<file path="config.mk">
export PLATFORM = sky130hd
export DESIGN_NAME = asram_bridge
export DESIGN_NICKNAME = d
export VERILOG_FILES = /design/src/rtl/asram_pkg.sv /design/src/rtl/asram_turn.sv /design/src/rtl/asram_seq.sv /design/src/rtl/asram_dpath.sv /design/src/rtl/asram_bridge.sv
export SDC_FILE = /design/constraint.sdc
export NUM_CORES = 1
export LEC_CHECK = 0
export ABC_AREA = 1
export ABC_CLOCK_PERIOD_IN_PS = 1800
export CORE_MARGIN = 1.5
export CORE_UTILIZATION = 42
export CTS_CLUSTER_DIAMETER = 30
export DETAILED_ROUTE_END_ITERATION = 8
export PLACE_DENSITY = 0.82
export SYNTH_ARGS = -nofsm -noshare
export SYNTH_HDL_FRONTEND = slang
export SYNTH_SLANG_ARGS = --single-unit
</file>
<file path="constraint.sdc">
create_clock -name clk -period 1.8 [get_ports clk]
set_clock_uncertainty 0.05 [all_clocks]
set_input_delay 0.18 -clock clk [delete_from_list [all_inputs] [get_ports clk]]
set_output_delay 0.18 -clock clk [all_outputs]
set_load 0.02 [all_outputs]
</file>
<file path="src/rtl/asram_pkg.sv">
package asram_pkg;

  typedef enum logic [1:0] {
    ST_IDLE  = 2'd0,
    ST_READ  = 2'd1,
    ST_WACT  = 2'd2,
    ST_WTAIL = 2'd3
  } asram_st_e;

  function automatic int unsigned umax(input int unsigned a, input int unsigned b);
    return (a > b) ? a : b;
  endfunction

endpackage

</file>
<file path="src/rtl/asram_turn.sv">
// Tracks how long the memory output drivers may still be active after
// output enable rises, and gates the controller's own data drivers.
module asram_turn #(
  parameter int unsigned HZ = 4,
  parameter int unsigned HW = 3
) (
  input  logic clk,
  input  logic rst_n,
  input  logic oe_q,       // current (registered) output enable, active low
  input  logic oe_d,       // next value of output enable
  output logic drv_allow,  // drivers may turn on at the coming edge
  output logic hz_quiet    // release window fully elapsed
);
  localparam logic [HW-1:0] K_HZ = HW'(HZ);

  logic [HW-1:0] hz_q;

  always_ff @(posedge clk or negedge rst_n) begin
    if (!rst_n)              hz_q <= '0;
    else if (!oe_q && oe_d)  hz_q <= K_HZ;
    else if (hz_q != '0)     hz_q <= hz_q - 1'b1;
  end

  assign drv_allow = (hz_q <= HW'(1));
  assign hz_quiet  = (hz_q == '0);

  // the release window restarts at the edge where output enable rises
  assert_hz_restart_R7: assert property (@(posedge clk) disable iff (!rst_n)
    $rose(oe_q) |-> (hz_q == K_HZ));

endmodule

</file>
<file path="src/rtl/asram_seq.sv">
// Access sequencer: strobe generation and cycle counting.
module asram_seq import asram_pkg::*; #(
  parameter int unsigned CW     = 6,
  parameter int unsigned RD_CAP = 9,
  parameter int unsigned RD_END = 9,
  parameter int unsigned WE_MIN = 8,
  parameter int unsigned TSD    = 4,
  parameter int unsigned TWC    = 9
) (
  input  logic clk,
  input  logic rst_n,
  input  logic req_valid,
  input  logic req_wr,
  input  logic drv_allow,
  output logic req_ready,
  output logic accept,
  output logic capture,
  output logic ce_n,
  output logic we_n,
  output logic oe_n,
  output logic oe_n_next,
  output logic drv_on
);
  localparam int unsigned TSD_EFF = (TSD == 0) ? 1 : TSD;
  localparam logic [CW-1:0] K_RDCAP = CW'(RD_CAP);
  localparam logic [CW-1:0] K_RDEND = CW'(RD_END);
  localparam logic [CW-1:0] K_WEMIN = CW'(WE_MIN);
  localparam logic [CW-1:0] K_TSD   = CW'(TSD_EFF);
  localparam logic [CW-1:0] K_TWC   = CW'(TWC);

  asram_st_e   st_q, st_d;
  logic [CW-1:0] el_q, el_d, dc_q, dc_d;
  logic [CW-1:0] el_inc, dc_inc;
  logic ce_q, we_q, oe_q, drv_q;
  logic ce_d, we_d, oe_d, drv_d;
  logic cap_d;

  assign el_inc = el_q + 1'b1;
  assign dc_inc = dc_q + CW'(drv_q);

  always_comb begin
    st_d  = st_q;
    el_d  = el_inc;
    dc_d  = dc_q;
    ce_d  = ce_q;
    we_d  = we_q;
    oe_d  = oe_q;
    drv_d = drv_q;
    cap_d = 1'b0;
    unique case (st_q)
      ST_IDLE: begin
        el_d = '0;
        dc_d = '0;
        if (req_valid) begin
          ce_d = 1'b0;
          if (req_wr) begin
            st_d  = ST_WACT;
            we_d  = 1'b0;
            drv_d = drv_allow;
          end else begin
            st_d = ST_READ;
            oe_d = 1'b0;
          end
        end
      end
      ST_READ: begin
        cap_d = (el_inc == K_RDCAP);
        if (el_inc >= K_RDEND) begin
          st_d = ST_IDLE;
          ce_d = 1'b1;
          oe_d = 1'b1;
        end
      end
      ST_WACT: begin
        dc_d  = dc_inc;
        drv_d = drv_q | drv_allow;
        if ((el_inc >= K_WEMIN) && drv_q && (dc_inc >= K_TSD)) begin
          st_d = ST_WTAIL;
          we_d = 1'b1;
          ce_d = 1'b1;
        end
      end
      ST_WTAIL: begin
        if (el_inc >= K_TWC) begin
          st_d  = ST_IDLE;
          drv_d = 1'b0;
        end
      end
      default: st_d = ST_IDLE;
    endcase
  end

  always_ff @(posedge clk or negedge rst_n) begin
    if (!rst_n) begin
      st_q  <= ST_IDLE;
      el_q  <= '0;
      dc_q  <= '0;
      ce_q  <= 1'b1;
      we_q  <= 1'b1;
      oe_q  <= 1'b1;
      drv_q <= 1'b0;
    end else begin
      st_q  <= st_d;
      el_q  <= el_d;
      dc_q  <= dc_d;
      ce_q  <= ce_d;
      we_q  <= we_d;
      oe_q  <= oe_d;
      drv_q <= drv_d;
    end
  end

  assign req_ready = (st_q == ST_IDLE);
  assign accept    = req_valid && req_ready;
  assign capture   = cap_d;
  assign ce_n      = ce_q;
  assign we_n      = we_q;
  assign oe_n      = oe_q;
  assign oe_n_next = oe_d;
  assign drv_on    = drv_q;

  // write enable and output enable are never low together
  assert_we_oe_excl_R4: assert property (@(posedge clk) disable iff (!rst_n)
    !we_q |-> oe_q);

  // the pulse lasted the minimum and data was being driven at its end
  assert_we_pulse_R4: assert property (@(posedge clk) disable iff (!rst_n)
    $rose(we_q) |-> ((el_q >= K_WEMIN) && drv_q));

  // a write cycle never returns to idle before its minimum length
  assert_wr_cycle_R6: assert property (@(posedge clk) disable iff (!rst_n)
    ((st_q == ST_IDLE) && ($past(st_q) == ST_WTAIL)) |-> ($past(el_q) + 1'b1 >= K_TWC));

endmodule

</file>
<file path="src/rtl/asram_dpath.sv">
// Address, write data and read capture registers.
module asram_dpath #(
  parameter int unsigned AW = 19,
  parameter int unsigned DW = 8
) (
  input  logic          clk,
  input  logic          rst_n,
  input  logic          accept,
  input  logic          capture,
  input  logic [AW-1:0] req_addr,
  input  logic [DW-1:0] req_wdata,
  input  logic [DW-1:0] pin_in,
  output logic [AW-1:0] addr_q,
  output logic [DW-1:0] dout_q,
  output logic [DW-1:0] rdata_q,
  output logic          rsp_q
);
  always_ff @(posedge clk or negedge rst_n) begin
    if (!rst_n) begin
      addr_q <= '0;
      dout_q <= '0;
    end else if (accept) begin
      addr_q <= req_addr;
      dout_q <= req_wdata;
    end
  end

  always_ff @(posedge clk or negedge rst_n) begin
    if (!rst_n) begin
      rdata_q <= '0;
      rsp_q   <= 1'b0;
    end else begin
      rsp_q <= capture;
      if (capture) rdata_q <= pin_in;
    end
  end

  // the response strobe lasts a single cycle
  assert_rsp_pulse_R3: assert property (@(posedge clk) disable iff (!rst_n)
    rsp_q |=> !rsp_q);

endmodule

</file>
<file path="src/rtl/asram_bridge.sv">
module asram_bridge import asram_pkg::*; #(
  parameter int unsigned AW    = 19,
  parameter int unsigned DW    = 8,
  parameter int unsigned TRC   = 9,
  parameter int unsigned TAA   = 9,
  parameter int unsigned TDOE  = 5,
  parameter int unsigned THZOE = 4,
  parameter int unsigned TPWE  = 7,
  parameter int unsigned TAW   = 8,
  parameter int unsigned TSD   = 4,
  parameter int unsigned TWC   = 9
) (
  input  logic          clk,
  input  logic          rst_n,
  input  logic          req_valid,
  output logic          req_ready,
  input  logic          req_wr,
  input  logic [AW-1:0] req_addr,
  input  logic [DW-1:0] req_wdata,
  output logic          rsp_valid,
  output logic [DW-1:0] rsp_rdata,
  output logic          mem_ce_n,
  output logic          mem_we_n,
  output logic          mem_oe_n,
  output logic [AW-1:0] mem_addr,
  output logic [DW-1:0] mem_dq_out,
  output logic          mem_dq_oe,
  input  logic [DW-1:0] mem_dq_in
);
  // TAA, TDOE and TPWE must be at least 1.
  localparam int unsigned RD_CAP  = umax(TAA, TDOE);
  localparam int unsigned RD_END  = umax(TRC, RD_CAP);
  localparam int unsigned WE_MIN  = umax(TPWE, TAW);
  localparam int unsigned CNT_LIM = RD_END + TWC + WE_MIN + TSD + THZOE + 2;
  localparam int unsigned CW      = $clog2(CNT_LIM + 1);
  localparam int unsigned HW      = $clog2(THZOE + 2);

  logic accept, capture, oe_n_next, drv_allow, hz_quiet;

  asram_seq #(
    .CW(CW), .RD_CAP(RD_CAP), .RD_END(RD_END),
    .WE_MIN(WE_MIN), .TSD(TSD), .TWC(TWC)
  ) u_seq (
    .clk(clk), .rst_n(rst_n),
    .req_valid(req_valid), .req_wr(req_wr), .drv_allow(drv_allow),
    .req_ready(req_ready), .accept(accept), .capture(capture),
    .ce_n(mem_ce_n), .we_n(mem_we_n), .oe_n(mem_oe_n),
    .oe_n_next(oe_n_next), .drv_on(mem_dq_oe)
  );

  asram_turn #(.HZ(THZOE), .HW(HW)) u_turn (
    .clk(clk), .rst_n(rst_n),
    .oe_q(mem_oe_n), .oe_d(oe_n_next),
    .drv_allow(drv_allow), .hz_quiet(hz_quiet)
  );

  asram_dpath #(.AW(AW), .DW(DW)) u_dpath (
    .clk(clk), .rst_n(rst_n),
    .accept(accept), .capture(capture),
    .req_addr(req_addr), .req_wdata(req_wdata), .pin_in(mem_dq_in),
    .addr_q(mem_addr), .dout_q(mem_dq_out),
    .rdata_q(rsp_rdata), .rsp_q(rsp_valid)
  );

  // idle means every strobe released and the data drivers off
  assert_idle_quiet_R1: assert property (@(posedge clk) disable iff (!rst_n)
    req_ready |-> (mem_ce_n && mem_we_n && mem_oe_n && !mem_dq_oe));

  // drivers never on while the memory output enable is asserted
  assert_no_overlap_R7: assert property (@(posedge clk) disable iff (!rst_n)
    mem_dq_oe |-> mem_oe_n);

  // drivers on only after the release window has fully elapsed
  assert_drv_after_hz_R7: assert property (@(posedge clk) disable iff (!rst_n)
    mem_dq_oe |-> hz_quiet);

  // address held while the chip stays selected
  assert_addr_hold_R8: assert property (@(posedge clk) disable iff (!rst_n)
    (!mem_ce_n && $past(!mem_ce_n)) |-> $stable(mem_addr));

endmodule

</file>
Word level (Yosys, flattened, before mapping)
Cells that the tools add are included.

Bits in registers: 57. Output and inout bits: 41. Logic and storage cells: 71.

Add/subtract/negate cells: 3. $lt $le $gt $ge: 4. Equal/unequal tests: 10. Muxes and demuxes: 25. Bitwise gates (word level): 1. Reductions and logical operators: 16.

Operators with widths (number): 6-bit by 4-bit >= comparator with 1-bit output, second input constant (2); 1-bit 2-to-1 mux (12); 6-bit one-hot mux with 2 select lines (1); 4-bit AND reduction (3); 3-bit nonzero test (3); 2-bit 2-to-1 mux (4); 2-bit by 1-bit inequality test with 1-bit output, second input constant (4); 6-bit by 1-bit adder with 6-bit output (1); 6-bit by 1-bit adder with 6-bit output, second input constant (1); 6-bit by 4-bit == test with 1-bit output, second input constant (1); 6-bit by 3-bit >= comparator with 1-bit output, second input constant (1); 3-bit 2-to-1 mux (2); 6-bit 2-to-1 mux (1); 1-bit one-hot mux with 3 select lines (2); 2-bit one-hot mux with 3 select lines (1); 2-bit == test, second input constant (2); 1-bit logical AND (4); 2-bit inequality test, second input constant (2); 1-bit one-hot mux with 2 select lines (2); 2-bit nonzero test (2); 3-bit by 1-bit <= comparator with 1-bit output, second input constant (1); 3-bit AND reduction (1); 3-bit by 1-bit subtractor with 3-bit output, second input constant (1); 2-bit by 1-bit == test with 1-bit output, second input constant (1); other kinds (4) (4).

Longest topological paths before layout
Gate-level depths: netlist of run 1.

Word-level depth: 6. Mapped depth: 12.

By module
From an unflattened synthesis of run 1, not the netlist that was laid out.

Cell total of the unflattened synthesis: 318. Area total of the unflattened synthesis: 2715.1 um^2.

Modules (own cells, without submodules): asram_dpath (times used 1, cells each 149, area each 1383.8 um^2, seq. area each 900.9 um^2); asram_seq (times used 1, cells each 143, area each 1132.3 um^2, seq. area each 454.2 um^2); asram_turn (times used 1, cells each 26, area each 198.9 um^2, seq. area each 75.1 um^2).

Worst setup path after synthesis of run 1
Ideal clock, no wire load.

Path kind: register to register. Start point: register u_seq.drv_q (netlist: u_seq.drv_on). End point: register u_seq.st_q[0]. Setup time: 117 ps. Data arrival time: 1676 ps. Data required time: 1633 ps. Setup slack: -43 ps. Cell stages (with the launch flop): 12. Period minus slack after synthesis: 1843 ps. Cell sequence: dfrtp_1 -> ha_1 -> ha_1 -> nand3_1 -> xor2_1 -> nor2_1 -> nand2_1 -> nand3_1 -> nand2_2 -> nand3_2 -> nand2_1 -> nand2_1.

Longest elaborated chain between the ends: 5. Elaborated cells between the ends (all ways): 6. Those cells by class: 1 x add/sub; 1 x order compare; 1 x eq/ne; 3 x reduce/logical.

RTL lines: start, declared (RTL line asram_seq.sv:34) `logic ce_q, we_q, oe_q, drv_q;`; start signal, assigned (RTL line asram_seq.sv:109) `drv_q <= drv_d;`; 6-bit by 1-bit adder with 6-bit output (RTL line asram_seq.sv:39) `assign dc_inc = dc_q + CW'(drv_q);`; 6-bit by 3-bit >= comparator with 1-bit output (RTL line asram_seq.sv:77) `if ((el_inc >= K_WEMIN) && drv_q && (dc_inc >= K_TSD)) begin`; 1-bit logical AND (*) (RTL line asram_seq.sv:77); 2-bit by 1-bit inequality test with 1-bit output (no source line) (*); 3-bit AND reduction (no source line) (*); end signal, assigned (RTL line asram_seq.sv:103) `st_q <= st_d;`; end, declared (RTL line asram_seq.sv:31) `asram_st_e st_q, st_d;`.

Mark *: on every way between the ends. The rest lies on a longest branch, timed or not. A chain may end at the register's enable or synchronous reset.

Worst setup path after layout of run 1
Start point: register u_seq.ce_q (netlist: u_seq.ce_n). End point: output mem_ce_n.

RTL lines: start, declared (RTL line asram_seq.sv:34); start signal, assigned (RTL line asram_seq.sv:98) `ce_q <= 1'b1;`; start signal, assigned (RTL line asram_seq.sv:106) `ce_q <= ce_d;`; end, declared (RTL line asram_bridge.sv:22) `output logic mem_ce_n,`.

No word-level cell between the ends.

==> impl_results.md, run 1 <==
* RSZ-0062 raised after global routing: true
* Die width at 82.1 um
* Mean Syn Cell Area at 10.6 sq um
* Relative slew slack at 73.7%
* Worst setup EP type: primary output
* Fin nets at 396
* Largest buffer count on any clock path at 2
* CP Launch Type: flip-flop
* Commonest cells post-synth: 54 x dfrtp_1, 52 x nand2_1, 27 x mux2_2
* Power Dens Cells at 1630 mW/mm^2
* Power share of the combinational group at 47.1%
* Hold_ws at 0.319 ns
* Asr flop ratio synth at 100%
* Final Hold Viols at 0
* Crit path max fanout at 2
* Critical path's top delay family: buffers and inverters
* Fmax at 0.584 GHz
* Crit path time final at 1.71 ns
* NetSw at 2.32 mW
* Critical path class: reg2out
* Cell row count at 28
* # port buffers at 79
* Total GRT Usage at 18.9%
* Core area at 0.00599 sq mm
* Final GP Congestion at 0.791
* Final setup fails at 0
* Top cell type's share of synthesized area at 51.5%
* Area delta synth->final at 49.2%
* Synth Cell Area at 0.00263 sq mm
* Synthesized instance count at 247
* Internal power at 4.05 mW
* Synth Flop Type: dfrtp_1
* EDFF count, synth at 0
* Yosys warns at 0
* Synthesized flop and latch total at 57
* Routed Antenna Nets at 0
* Vias per inst at 4.94
* WP buf/inv at 1
* CTS tree: yes
* Initial Util at 43.8%
* Non-filler cells, final at 426
* Fin crit share at 95.1%
* Worst path max stage delay at 0.62 ns
* Post-DR wirelength/cell at 14.1 um
* Unique cell type count in the Yosys netlist at 33
* H-tree Lvls at 3
* Worst Hold Class: in2reg
* Share of layout cells above drive strength 1 at 23.4%
* Pin count of the biggest net entering global routing at 58
* Number of global-route vias before repair at 2,127
* # IOs at 80
* Fin. max-slew vios at 0
* First drt pass iteration count at 4
* Critical-path cell list: clkdlybuf4s50_1
* Sequential area share after synthesis at 54.5%
* CP required at 1.57 ns
* Clock Power Share at 20.6%
* CP max-delay cell: clkdlybuf4s50_1
* Final worst slack at 0.0882 ns
* Synth area leader: dfrtp_1
* TritonCTS Buffers at 9
* DP Wirelength at 4140 um
* Leak Pwr at 1.75 nW
* Most common cell in the synthesized netlist: dfrtp_1
* Initial drt markers at 71
* Switch share at 36.4%
* Max VDD drop at 1.36 mV
* DR vias at 2,104
* Die Span Y at 82.1 um
* Clk sink count at 57
* Syn Nets at 297
* Clk slew on worst S/H paths at 0.07 ns
* Initial antenna violation count at 0
* Setup WS pre-CTS at -0.0124 ns
* Sequential share of power at 32.3%
* Max-capacitance violation count at 0
* CP arrival at 1.48 ns
* First-pass GRT wire length at 9400 um
* Clk Latency, worst-skew pair at 0.34 ns
* Total Power at 6.38 mW
* # DRC at 0
* Status: complete, no violations
* Critical path depth at 1
* Root Driver: clkbuf_8
* Die area at 0.00673 sq mm
* Ant diodes at 0
* Overall routed net length at 6000 um
* Reg2Reg Depth at 11
* Synth area leaders: dfrtp_1 51%, mux2_2 12%, nand2_1 7.4%
* Worst-Margin Slew at 0.395 ns
* WHS Path Cells at 3
* Grt ovf at 0
* # placed instances at 404
==> sequential cells by signal (all words and copies together), names as in the netlist, 2 cells and up <==
| register | count |
|---|---|
| u_seq.el_q | 6 |
| u_dpath.dout_q | 8 |
| u_turn.hz_q | 3 |
| u_seq.st_q | 2 |
| u_seq.dc_q | 6 |
| u_dpath.rdata_q | 8 |
| u_dpath.addr_q | 19 |
==> metal layers <==
metal	up-vias	global-route usage, %	wire length (um)
met3	9	10.1	458
met2	64	30.6	3050
li1	1016	-	-
met1	1015	21.1	2410
met4	0	6.95	88
met5	-	0	0
==> power by group through the flow <==
stage,clock [mW],combinational (mW),sequential [mW]
6_report,1.31,3.00,2.06
5_1_grt,1.42,3.26,2.12
4_1_cts,1.35,2.94,2.05
3_5_place_dp,0,2.94,2.06
3_3_place_gp,0,2.85,2.03
2_1_floorplan,0,1.20,2.50
==> area by class of cell <==
class	instances	area, sq um
clock buffer	10	128
fill	469	2070
timing repair buffer	93	917
tap	75	93.8
sequential	57	1430
clock inverter	6	92.6
multi-input combinational	159	1150
inverter	26	105
==> cell families after synthesis <==
group	Yosys count	synth area share [%]
muxes	27	11.6
adders and majority gates	11	5.24
DFF	57	54.5
xor gates and xnor gates	3	1.29
AOI/OAI and AO/OA	15	4.10
and+or+nand+nor	103	18.4
buffers and inverters	31	4.91
==> worst reg2reg max path, stage by stage, from the launching register on <==
cell and delay (ns):
dfrtp_1 0.42, ha_4 0.20, ha_4 0.18, nand3_4 0.09
xor2_2 0.16, nor2_1 0.06, nand2_1 0.07, nand3_2 0.08
nand2_4 0.10, nand3_2 0.07, nand2_1 0.07, nand2_1 0.04
==> what timing repair did <==
item | CTS | global route
gates cloned | 0 | 0
endpoints found under the hold margin | 54 | 0
hold buffers | 1 | 0
setup endpoints to repair | 5 | 14
resized for setup | 3 | 11
buffers inserted | 1 | 4
pin swaps | 1 | 5
==> final timing paths <==
path / from / to / slack [ns]
min in group asynchronous: rst_n / u_seq.dc_q[0] / 0.33
max in group asynchronous: rst_n / u_seq.oe_n / 1.06
min reg2reg: u_seq.ce_n / u_seq.ce_n / 0.42
max: u_seq.ce_n / mem_ce_n / 0.09
max reg2reg: u_seq.dc_q[0] / u_seq.st_q[0] / 0.10
min: mem_dq_in[2] / u_dpath.rdata_q[2] / 0.32
==> metrics by stage <==
| step | area, sq um | TNS (ns) | util, % |
|---|---|---|---|
| finish | 3920 | 0 | 65.4 |
| global route | 3920 | -0.0861 | 65.4 |
| floorplan | 2630 | 0 | - |
| global placement | 3570 | 0 | 59.6 |
| detailed placement | 3570 | -0.0236 | 59.6 |
| CTS | 3820 | 0 | 63.7 |
==> placed cells by master, fill, tap and decap left out, drive strengths merged <==
| cell type | n |
|---|---|
| clkdlybuf4s50 | 77 |
| nand2 | 57 |
| dfrtp | 54 |
| mux2 | 27 |
| inv | 25 |
| nor2 | 16 |
| buf | 14 |
| nand3 | 13 |
| nand4 | 11 |
| ha | 11 |
| clkbuf | 10 |
| o21ai | 5 |
| clkinv | 3 |
| dfstp | 3 |
| nand3b | 3 |
| o21bai | 2 |
| xor2 | 2 |
| nor3 | 2 |
| o22ai | 2 |
| a22o | 2 |
| clkinvlp | 2 |
| bufinv | 2 |
| o211ai | 2 |
| nor4 | 1 |
| a21oi | 1 |
| o221ai | 1 |
| xnor2 | 1 |
| dlygate4sd3 | 1 |
| dlygate4sd2 | 1 |
Power figures use the tool's default switching activity.
==> inputs of run 2 (changes only) <==
--- a/config.mk
+++ b/config.mk
@@ -6,12 +6,13 @@
 export NUM_CORES = 1
 export LEC_CHECK = 0
 export ABC_AREA = 1
-export ABC_CLOCK_PERIOD_IN_PS = 1800
+export ABC_CLOCK_PERIOD_IN_PS = 1650
 export CORE_MARGIN = 1.5
-export CORE_UTILIZATION = 42
+export CORE_UTILIZATION = 47
 export CTS_CLUSTER_DIAMETER = 30
 export DETAILED_ROUTE_END_ITERATION = 8
-export PLACE_DENSITY = 0.82
+export PLACE_DENSITY_LB_ADDON = 0.1
+export RECOVER_POWER = 25
 export SYNTH_ARGS = -nofsm -noshare
 export SYNTH_HDL_FRONTEND = slang
 export SYNTH_SLANG_ARGS = --single-unit
==> constraint.sdc (replaced) <==
create_clock -name clk -period 1.65 [get_ports clk]
set_clock_uncertainty 0.05 [all_clocks]
set_input_delay 0.165 -clock clk [delete_from_list [all_inputs] [get_ports clk]]
set_output_delay 0.165 -clock clk [all_outputs]
set_load 0.02 [all_outputs]
==> impl_results.md, run 2 (same netlist as run 1, synthesis figures left out) <==
* # IOs at 80
* Final setup fails at 0
* Power share of the combinational group at 48.1%
* First-pass GRT wire length at 9600 um
* Worst Hold Class: in2reg
* # placed instances at 404
* Status: complete, no violations
* Power Dens Cells at 1740 mW/mm^2
* Area delta synth->final at 53.0%
* CP Launch Point: u_seq.drv_on
* Grt ovf at 0
* Internal power at 4.43 mW
* Clk Latency, worst-skew pair at 0.33 ns
* # DRC at 0
* Cell row count at 27
* Relative slew slack at 54.6%
* Reg2Reg Depth at 11
* Clk slew on worst S/H paths at 0.07 ns
* First drt pass iteration count at 4
* Max-capacitance violation count at 0
* Vias per inst at 4.99
* Fmax at 0.612 GHz
* Max VDD drop at 1.02 mV
* R2r setup slk at 0.02 ns
* Initial antenna violation count at 0
* Final worst slack at 0.0155 ns
* DR vias at 2,144
* Setup WS pre-CTS at -0.0392 ns
* CTS tree: yes
* Crit path max fanout at 7
* Share of layout cells above drive strength 1 at 29.9%
* Initial drt markers at 94
* Die area at 0.00604 sq mm
* NetSw at 2.55 mW
* Worst setup path endpoint: u_seq.st_q[1]
* Max reg flops at 19
* # port buffers at 79
* Total GRT Usage at 20.8%
* Fin. max-slew vios at 0
* Root Driver: clkbuf_8
* Switch share at 36.5%
* Fin nets at 403
* Non-filler cells, final at 430
* CP arrival at 1.80 ns
* CP Launch Type: flip-flop
* Initial Util at 48.3%
* CP required at 1.82 ns
* Worst setup EP type: flip-flop
* Crit path time final at 1.63 ns
* Core area at 0.00544 sq mm
* Hold_ws at 0.332 ns
* Worst-Margin Slew at 0.681 ns
* Largest buffer count on any clock path at 2
* Commonest non-fill, non-tap cell in the layout: clkdlybuf4s50_1
* Final Hold Viols at 0
* Clock Power Share at 19.7%
* Pin count of the biggest net entering global routing at 46
* Reg2reg end: u_seq.st_q[1]
* Post-DR wirelength/cell at 13.7 um
* Ant diodes at 0
* Number of global-route vias before repair at 2,143
* RSZ-0062 raised after global routing: true
* Die width at 77.7 um
* Critical path class: reg2reg
* Die Span Y at 77.7 um
* DP Wirelength at 4120 um
* Fin crit share at 99.1%
* Reg with most FFs: u_dpath.addr_q
* Routed Antenna Nets at 0
* Clk sink count at 57
* Leak Pwr at 1.83 nW
* Most frequent cells in the layout: 73 x clkdlybuf4s50_1, 53 x dfrtp_1, 40 x nand2_1
* Overall routed net length at 5890 um
* Final GP Congestion at 0.819
* TritonCTS Buffers at 9
* Sequential share of power at 32.1%
* H-tree Lvls at 3
* FF-to-FF Start: u_seq.drv_on
* Largest regs: u_dpath.addr_q x19, u_dpath.dout_q x8, u_dpath.rdata_q x8
run 2: cell count changes in the layout (fill, tap and decap cells not counted), moves of 3 or more:
cell             change
buf_4                +4
nand2_1             -12
clkdlybuf4s50_1      -4
dlygate4sd2_1        +3
nand2_2             +11
clkbuf_8             +3
run 2: how the worst min path moves through the flow:
stage                       from            endpoint  slack [ns]  cells past startpoint
floorplan                  rst_n   u_dpath.addr_q[0]       -0.18                      0
global placement           rst_n  u_dpath.addr_q[10]        0.03                      1
detailed placement         rst_n  u_dpath.addr_q[10]        0.03                      1
CTS                        rst_n   u_dpath.addr_q[2]        0.21                      2
global route        mem_dq_in[6]  u_dpath.rdata_q[6]        0.34                      3
finish              mem_dq_in[0]  u_dpath.rdata_q[0]        0.33                      3
run 2: layout make-up:
type	count	area, sq um
Timing Repair inverter	1	6.26
Inverter	26	105
Clock buffer	12	165
Fill cell	399	1420
Timing Repair Buffer	98	948
Sequential cell	57	1430
Multi-Input combinational cell	160	1220
Clock inverter	4	48.8
Tap cell	72	90.1
run 2: metal layers:
metal  wire (um)  global-route usage, %  vias to the layer above
met5           0                      0                        -
met4         122                   11.8                        0
met3         361                   7.06                       15
met2        2880                   31.2                       66
met1        2530                   26.0                     1027
li1            -                      -                     1036
run 2: power groups by stage:
stage	sequential, mW	combinational (mW)	clock [mW]
global route	2.31	3.64	1.47
global placement	2.23	3.24	0
finish	2.24	3.36	1.38
floorplan	2.74	1.34	0
CTS	2.23	3.32	1.41
detailed placement	2.25	3.30	0
run 2: through the flow:
step | setup TNS, ns | area (sq um) | util (%) | total power [mW]
6_report | 0 | 4020 | 73.8 | 6.98
5_1_grt | -2.74 | 4020 | 73.8 | 7.42
4_1_cts | -0.0498 | 3910 | 71.9 | 6.96
3_5_place_dp | -0.240 | 3640 | 66.9 | 5.54
3_3_place_gp | -0.00261 | 3640 | 66.9 | 5.47
2_1_floorplan | -0.00830 | 2670 | - | 4.08
run 2: repair_timing:
action | 4_1_cts | 5_1_grt
hold endpoints to repair | 12 | 0
pin swaps | 4 | 6
hold buffers | 1 | 0
gates cloned | 1 | 1
setup buffers | 4 | 3
endpoints found under the setup margin | 17 | 17
gates resized for setup | 8 | 28
run 2: worst max-delay path: stages, from the launching register on:
cell and delay [ns]:
dfrtp_2 0.42, ha_4 0.18, ha_4 0.16, nand3_2 0.09, xor2_2 0.15, nor2_1 0.05, nand2_1 0.07, nand3_2 0.08
nand2_4 0.10, nand3_2 0.07, nand2_1 0.06, nand2_1 0.05
